===== config.mk =====
export PLATFORM = sky130hd
export DESIGN_NAME = idx_irq_ctrl
export DESIGN_NICKNAME = d
export VERILOG_FILES = /design/src/rtl/idx_irq_pkg.sv /design/src/rtl/idx_irq_rst_sync.sv /design/src/rtl/idx_irq_enables.sv /design/src/rtl/idx_irq_first.sv /design/src/rtl/idx_irq_ctrl.sv
export SDC_FILE = /design/constraint.sdc
export NUM_CORES = 1
export LEC_CHECK = 0
export BUFFER_PORTS_ARGS = -buffer_cell sky130_fd_sc_hd__buf_2
export CAP_MARGIN = 20
export CORE_MARGIN = 2
export CORE_UTILIZATION = 52
export CTS_CLUSTER_DIAMETER = 40
export DETAILED_ROUTE_END_ITERATION = 10
export HOLD_SLACK_MARGIN = 0.02
export PLACE_DENSITY_LB_ADDON = 0.05
export SLEW_MARGIN = 20
export SYNTH_ARGS = -nofsm -noshare
export SYNTH_HDL_FRONTEND = slang
export SYNTH_SLANG_ARGS = --single-unit

===== constraint.sdc =====
create_clock -name clk -period 2.6 [get_ports clk]
set_clock_uncertainty 0.2 [all_clocks]
set_input_delay 0.13 -clock clk [delete_from_list [all_inputs] [get_ports clk]]
set_output_delay 0.13 -clock clk [all_outputs]
set_load 0.02 [all_outputs]

===== src/rtl/idx_irq_pkg.sv =====
package idx_irq_pkg;

  localparam logic [7:0] OFS_EN_LO = 8'h00;
  localparam logic [7:0] OFS_EN_HI = 8'h04;
  localparam logic [7:0] OFS_SET   = 8'h08;
  localparam logic [7:0] OFS_CLR   = 8'h0C;
  localparam logic [7:0] OFS_FIRST = 8'h10;

  typedef enum logic [1:0] {
    OP_NONE = 2'd0,
    OP_SET  = 2'd1,
    OP_CLR  = 2'd2
  } en_op_e;

endpackage


===== src/rtl/idx_irq_rst_sync.sv =====
module idx_irq_rst_sync (
  input  logic clk,
  input  logic rst_n,
  output logic rst_n_sync
);

  logic [1:0] stage_q;

  always_ff @(posedge clk or negedge rst_n) begin
    if (!rst_n) stage_q <= 2'b00;
    else        stage_q <= {stage_q[0], 1'b1};
  end

  assign rst_n_sync = stage_q[1];

endmodule


===== src/rtl/idx_irq_enables.sv =====
module idx_irq_enables
  import idx_irq_pkg::*;
#(
  parameter int NSRC   = 64,
  parameter int ADDR_W = 8,
  parameter int DATA_W = 32,
  localparam int IDX_W = $clog2(NSRC)
) (
  input  logic              clk,
  input  logic              rst_n,
  input  logic [ADDR_W-1:0] bus_addr,
  input  logic              bus_wr,
  input  logic [DATA_W-1:0] bus_wdata,
  output logic [NSRC-1:0]   en_q
);

  en_op_e          op;
  logic            in_range;
  logic [IDX_W-1:0] idx;
  logic            en_we;
  logic [NSRC-1:0] en_d;

  // Command decode
  always_comb begin
    in_range = (bus_wdata < DATA_W'(NSRC));
    idx      = bus_wdata[IDX_W-1:0];
    op       = OP_NONE;
    if (bus_wr && in_range) begin
      if (bus_addr == ADDR_W'(OFS_SET))      op = OP_SET;
      else if (bus_addr == ADDR_W'(OFS_CLR)) op = OP_CLR;
    end
  end

  // Next state
  always_comb begin
    en_d  = en_q;
    en_we = 1'b0;
    unique case (op)
      OP_SET: begin
        en_d[idx] = 1'b1;
        en_we     = 1'b1;
      end
      OP_CLR: begin
        en_d[idx] = 1'b0;
        en_we     = 1'b1;
      end
      default: ;
    endcase
  end

  // Register
  always_ff @(posedge clk or negedge rst_n) begin
    if (!rst_n)     en_q <= '0;
    else if (en_we) en_q <= en_d;
  end


  set_one_chk: assert property (@(posedge clk) disable iff (!rst_n)
    (op == OP_SET) |=> en_q[$past(idx)]);


  clr_one_chk: assert property (@(posedge clk) disable iff (!rst_n)
    (op == OP_CLR) |=> !en_q[$past(idx)]);


  single_bit_chk: assert property (@(posedge clk) disable iff (!rst_n)
    $countones(en_q ^ $past(en_q)) <= 1);


  oob_ignore_chk: assert property (@(posedge clk) disable iff (!rst_n)
    (bus_wr && !in_range &&
     (bus_addr == ADDR_W'(OFS_SET) || bus_addr == ADDR_W'(OFS_CLR)))
    |=> $stable(en_q));


  other_addr_chk: assert property (@(posedge clk) disable iff (!rst_n)
    (!bus_wr ||
     (bus_addr != ADDR_W'(OFS_SET) && bus_addr != ADDR_W'(OFS_CLR)))
    |=> $stable(en_q));

endmodule


===== src/rtl/idx_irq_first.sv =====
module idx_irq_first #(
  parameter int NSRC   = 64,
  localparam int IDX_W = $clog2(NSRC)
) (
  input  logic [NSRC-1:0]  act,
  output logic [IDX_W-1:0] first_idx,
  output logic             first_none
);

  // Lowest set bit wins: scan from the top so lower indices override
  always_comb begin
    first_idx  = '0;
    first_none = 1'b1;
    for (int i = NSRC - 1; i >= 0; i--) begin
      if (act[i]) begin
        first_idx  = IDX_W'(i);
        first_none = 1'b0;
      end
    end
  end

endmodule


===== src/rtl/idx_irq_ctrl.sv =====
module idx_irq_ctrl
  import idx_irq_pkg::*;
#(
  parameter int NSRC   = 64,
  parameter int ADDR_W = 8,
  parameter int DATA_W = 32,
  localparam int IDX_W = $clog2(NSRC),
  localparam int PAD_W = 2 * DATA_W
) (
  input  logic              clk,
  input  logic              rst_n,
  input  logic [ADDR_W-1:0] bus_addr,
  input  logic              bus_wr,
  input  logic [DATA_W-1:0] bus_wdata,
  output logic [DATA_W-1:0] bus_rdata,
  input  logic [NSRC-1:0]   src_lvl,
  output logic              irq_req
);

  logic             rst_n_int;
  logic [NSRC-1:0]  en_q;
  logic [NSRC-1:0]  act;
  logic [IDX_W-1:0] first_idx;
  logic             first_none;
  logic [PAD_W-1:0] en_pad;

  idx_irq_rst_sync u_rst (
    .clk        (clk),
    .rst_n      (rst_n),
    .rst_n_sync (rst_n_int)
  );

  idx_irq_enables #(
    .NSRC   (NSRC),
    .ADDR_W (ADDR_W),
    .DATA_W (DATA_W)
  ) u_en (
    .clk       (clk),
    .rst_n     (rst_n_int),
    .bus_addr  (bus_addr),
    .bus_wr    (bus_wr),
    .bus_wdata (bus_wdata),
    .en_q      (en_q)
  );

  assign act     = src_lvl & en_q;
  assign irq_req = |act;

  idx_irq_first #(
    .NSRC (NSRC)
  ) u_first (
    .act        (act),
    .first_idx  (first_idx),
    .first_none (first_none)
  );

  assign en_pad = PAD_W'(en_q);

  // Read mux
  always_comb begin
    bus_rdata = '0;
    unique case (bus_addr)
      ADDR_W'(OFS_EN_LO): bus_rdata = en_pad[DATA_W-1:0];
      ADDR_W'(OFS_EN_HI): bus_rdata = en_pad[PAD_W-1:DATA_W];
      ADDR_W'(OFS_FIRST): begin
        bus_rdata = DATA_W'(first_idx);
        bus_rdata[DATA_W-1] = first_none;
      end
      default: bus_rdata = '0;
    endcase
  end


  req_match_chk: assert property (@(posedge clk) disable iff (!rst_n_int)
    irq_req == !first_none);


  first_hit_chk: assert property (@(posedge clk) disable iff (!rst_n_int)
    !first_none |-> (src_lvl[first_idx] && en_q[first_idx]));


  ack_drop_chk: assert property (@(posedge clk) disable iff (!rst_n_int)
    (bus_wr && bus_addr == ADDR_W'(OFS_CLR) && !first_none &&
     bus_wdata == DATA_W'(first_idx) &&
     $countones(act) == 1) |=> !irq_req || $changed(src_lvl));

endmodule


==> metrics.md <==
| Metric | Value |
|---|---|
| Outcome | `finished, violations left` |
| Failing checks | `negative setup slack` |
| Synth warnings | `0` |
| Place WS | `0.0422 ns` |
| Grt ovf | `0` |
| Via count of the first global-routing pass | `4707` |
| Post-synthesis register bit count | `66` |
| Fin crit period | `2.91 ns` |
| Synth top area cells | `dfrtp_1, nor2_1, a21oi_1` |
| Initial core utilization | `53.4%` |
| Storage cell area | `1650 um^2` |
| TritonCTS clock tree | `yes` |
| Die Area | `9140 um^2` |
| Die height | `95.6 um` |
| Clk sinks | `66` |
| Slew @ Worst Pin | `0.874 ns` |
| Fmax | `344 MHz` |
| Max-slew violation count | `0` |
| Total power | `2.23 mW` |
| Cells after Synth | `569` |
| DRC violations left | `0` |
| Crit start category | `flip-flop` |
| Max-Cap Viols | `0` |
| Final net count | `848` |
| Top-count cell post-synth | `nor2_1` |
| Routed wire per std cell | `18.7 um` |
| Post-synth top cells | `nor2_1, nand2_1, a21oi_1, dfrtp_1, mux2i_1` |
| Crit path kind | `flip-flop to output pin` |
| EDFF count, synth | `0` |
| # IOs | `140` |
| Largest net degree at the start of global routing | `65` |
| DRT antenna net count | `0` |
| Top cell type's share of synthesized area | `37.9%` |
| Post-route cell area | `5790 um^2` |
| Multi-input logic area | `2720 um^2` |
| Post-DP HPWL | `11.8 mm` |
| Ys flop type | `dfrtp_1` |
| Row count | `33` |
| Final GP Congestion | `0.913` |
| First-pass GRT wire length | `23.8 mm` |
| Worst EP arrival | `2.58 ns` |
| Root Buffer | `clkbuf_8` |
| Clock Pin Slew Worst Setup and Hold Paths | `0.08 ns` |
| Post-synth cell types | `58` |
| Syn-to-layout area delta | `32.8%` |
| Initial antenna violation count | `0` |
| I/O Buffers | `139` |
| Final Cycle Share | `112%` |
| Setup crit end kind | `output pin` |
| Post-Syn Area per Cell | `7.67 um^2` |
| Finished Core Util | `70.9%` |
| Fraction of layout cells with a size suffix above 1 | `29.0%` |
| Post-synth top area cell | `dfrtp_1` |
| HP Class | `flip-flop to asynchronous set/reset pin` |
| Placed Cells | `820` |
| 1st-pass router iterations | `5` |
| Final hold vios | `0` |
| Pwr Density | `385 nW/um^2` |
| Final setup vio count | `2` |
| 1st-iter DRT viols | `422` |
| Post-Route WL | `15.9 mm` |
| Worst vdd ir | `0.364 mV` |
| Post-detailed-route via-to-cell ratio | `6.07` |
| Mapped Area | `4360 um^2` |
| Inserted Clock Buffers | `9` |
| Core ar. | `8180 um^2` |
| Post-route insts no fill | `850` |
| Clock Latency Late Sink | `0.35 ns` |
| Seq/Total Area, Yosys | `37.9%` |
| FFs w/ async S/R, synth | `100%` |
| Slew headroom | `41.7%` |
| Layout fillers | `722` |
| CP max FO | `2` |
| Placed Area | `5330 um^2` |
| Unrepaired setup endpoints after global routing | `yes` |
| Leak | `2.84 nW` |
| H-Tree Depth | `3` |
| Final setup margin | `-0.307 ns` |
| Clk buf depth | `2` |
| GRT Total Usage | `35.1%` |
| Syn_nets | `677` |
| DIE WIDTH | `95.6 um` |
| ANT cells | `0` |
| Worst path required time | `2.27 ns` |
| Via count | `5159` |
==> layer usage <==
metal	vias up	global-route usage, %	routed length, um
met5	-	0	0
met4	0	14.4	489
met3	45	7.75	1580
met2	332	57.8	7500
met1	2380	44.5	6310
li1	2402	-	-
==> final timing paths <==
path / from / end / slack [ns] / depth (start not counted)
max: flip-flop / bus_rdata[1] / -0.31 / 8
min: u_rst.stage_q[1] / asynchronous set/reset pin / 0.02 / 0
max reg2reg: flip-flop / flip-flop / 1.51 / 3
min reg2reg: u_rst.stage_q[1] / asynchronous set/reset pin / 0.02 / 0
max in group asynchronous: u_rst.stage_q[1] / asynchronous set/reset pin / 1.56 / 1
min in group clk: u_rst.stage_q[0] / u_rst.stage_q[1] / 0.17 / 0
==> logic make-up after synthesis <==
family	share of synthesized area [%]
other cells	0.0860
simple gates	30.0
buf+inv	2.61
fa+ha+maj	0.287
flops	37.9
mux	7.34
compound gates	21.8
==> power breakdown <==
| part | switching (mW) | internal [mW] | total [mW] |
|---|---|---|---|
| combinational | 0.109 | 0.0885 | 0.198 |
| sequential | 0.00634 | 1.03 | 1.03 |
| clock | 0.435 | 0.564 | 0.999 |
| total | 0.551 | 1.68 | 2.23 |
==> repair_timing <==
item | in CTS | in global routing
setup endpoints to repair | 7 | 8
pin swaps | 2 | 9
gates resized for setup | 11 | 15
endpoints found under the hold margin | 9 | 0
hold buffers | 8 | 0
setup buffers | 0 | 6
==> critical path, stage by stage (launching register included) <==
cell and delay (ns):
dfrtp_1 0.38, a22o_1 0.24, a222oi_1 0.40, o211ai_1 0.19, a211oi_2 0.25, nor4_1 0.07
a2111oi_1 0.30, o22ai_1 0.16, buf_2 0.22
==> final cells by class <==
cell class / count / area share [%]
Clock buffer: 11 / 2.44
Clock inverter: 5 / 1.34
Tap cell: 105 / 2.27
Timing Repair Buffer: 180 / 18.2
Multi-Input combinational cell: 478 / 46.9
Inverter: 5 / 0.324
Sequential cell: 66 / 28.5
==> layout by cell type (no fill, tap or decap), types with 5 or more instances in the layout <==
cell type / n
buf_2: 137
nor2_1: 135
nand2_1: 75
a21oi_1: 65
dfrtp_1: 65
buf_4: 33
mux2i_1: 32
nand3_1: 23
a22oi_1: 14
o21ai_0: 10
clkbuf_8: 10
nor4_1: 9
a31oi_1: 9
dlygate4sd3_1: 8
nand4_1: 7
nor3_1: 6
a22oi_2: 6
and2_1: 5
inv_1: 5
==> metrics by stage <==
stage	TNS (ns)	hold slack, ns
finish	-0.471	0.0152
global route	-0.655	0.0550
CTS	-0.389	0.0237
detailed placement	0	-0.281
global placement	0	-0.285
floorplan	0	-0.366
No activity file was read; power rests on OpenSTA's default activity.
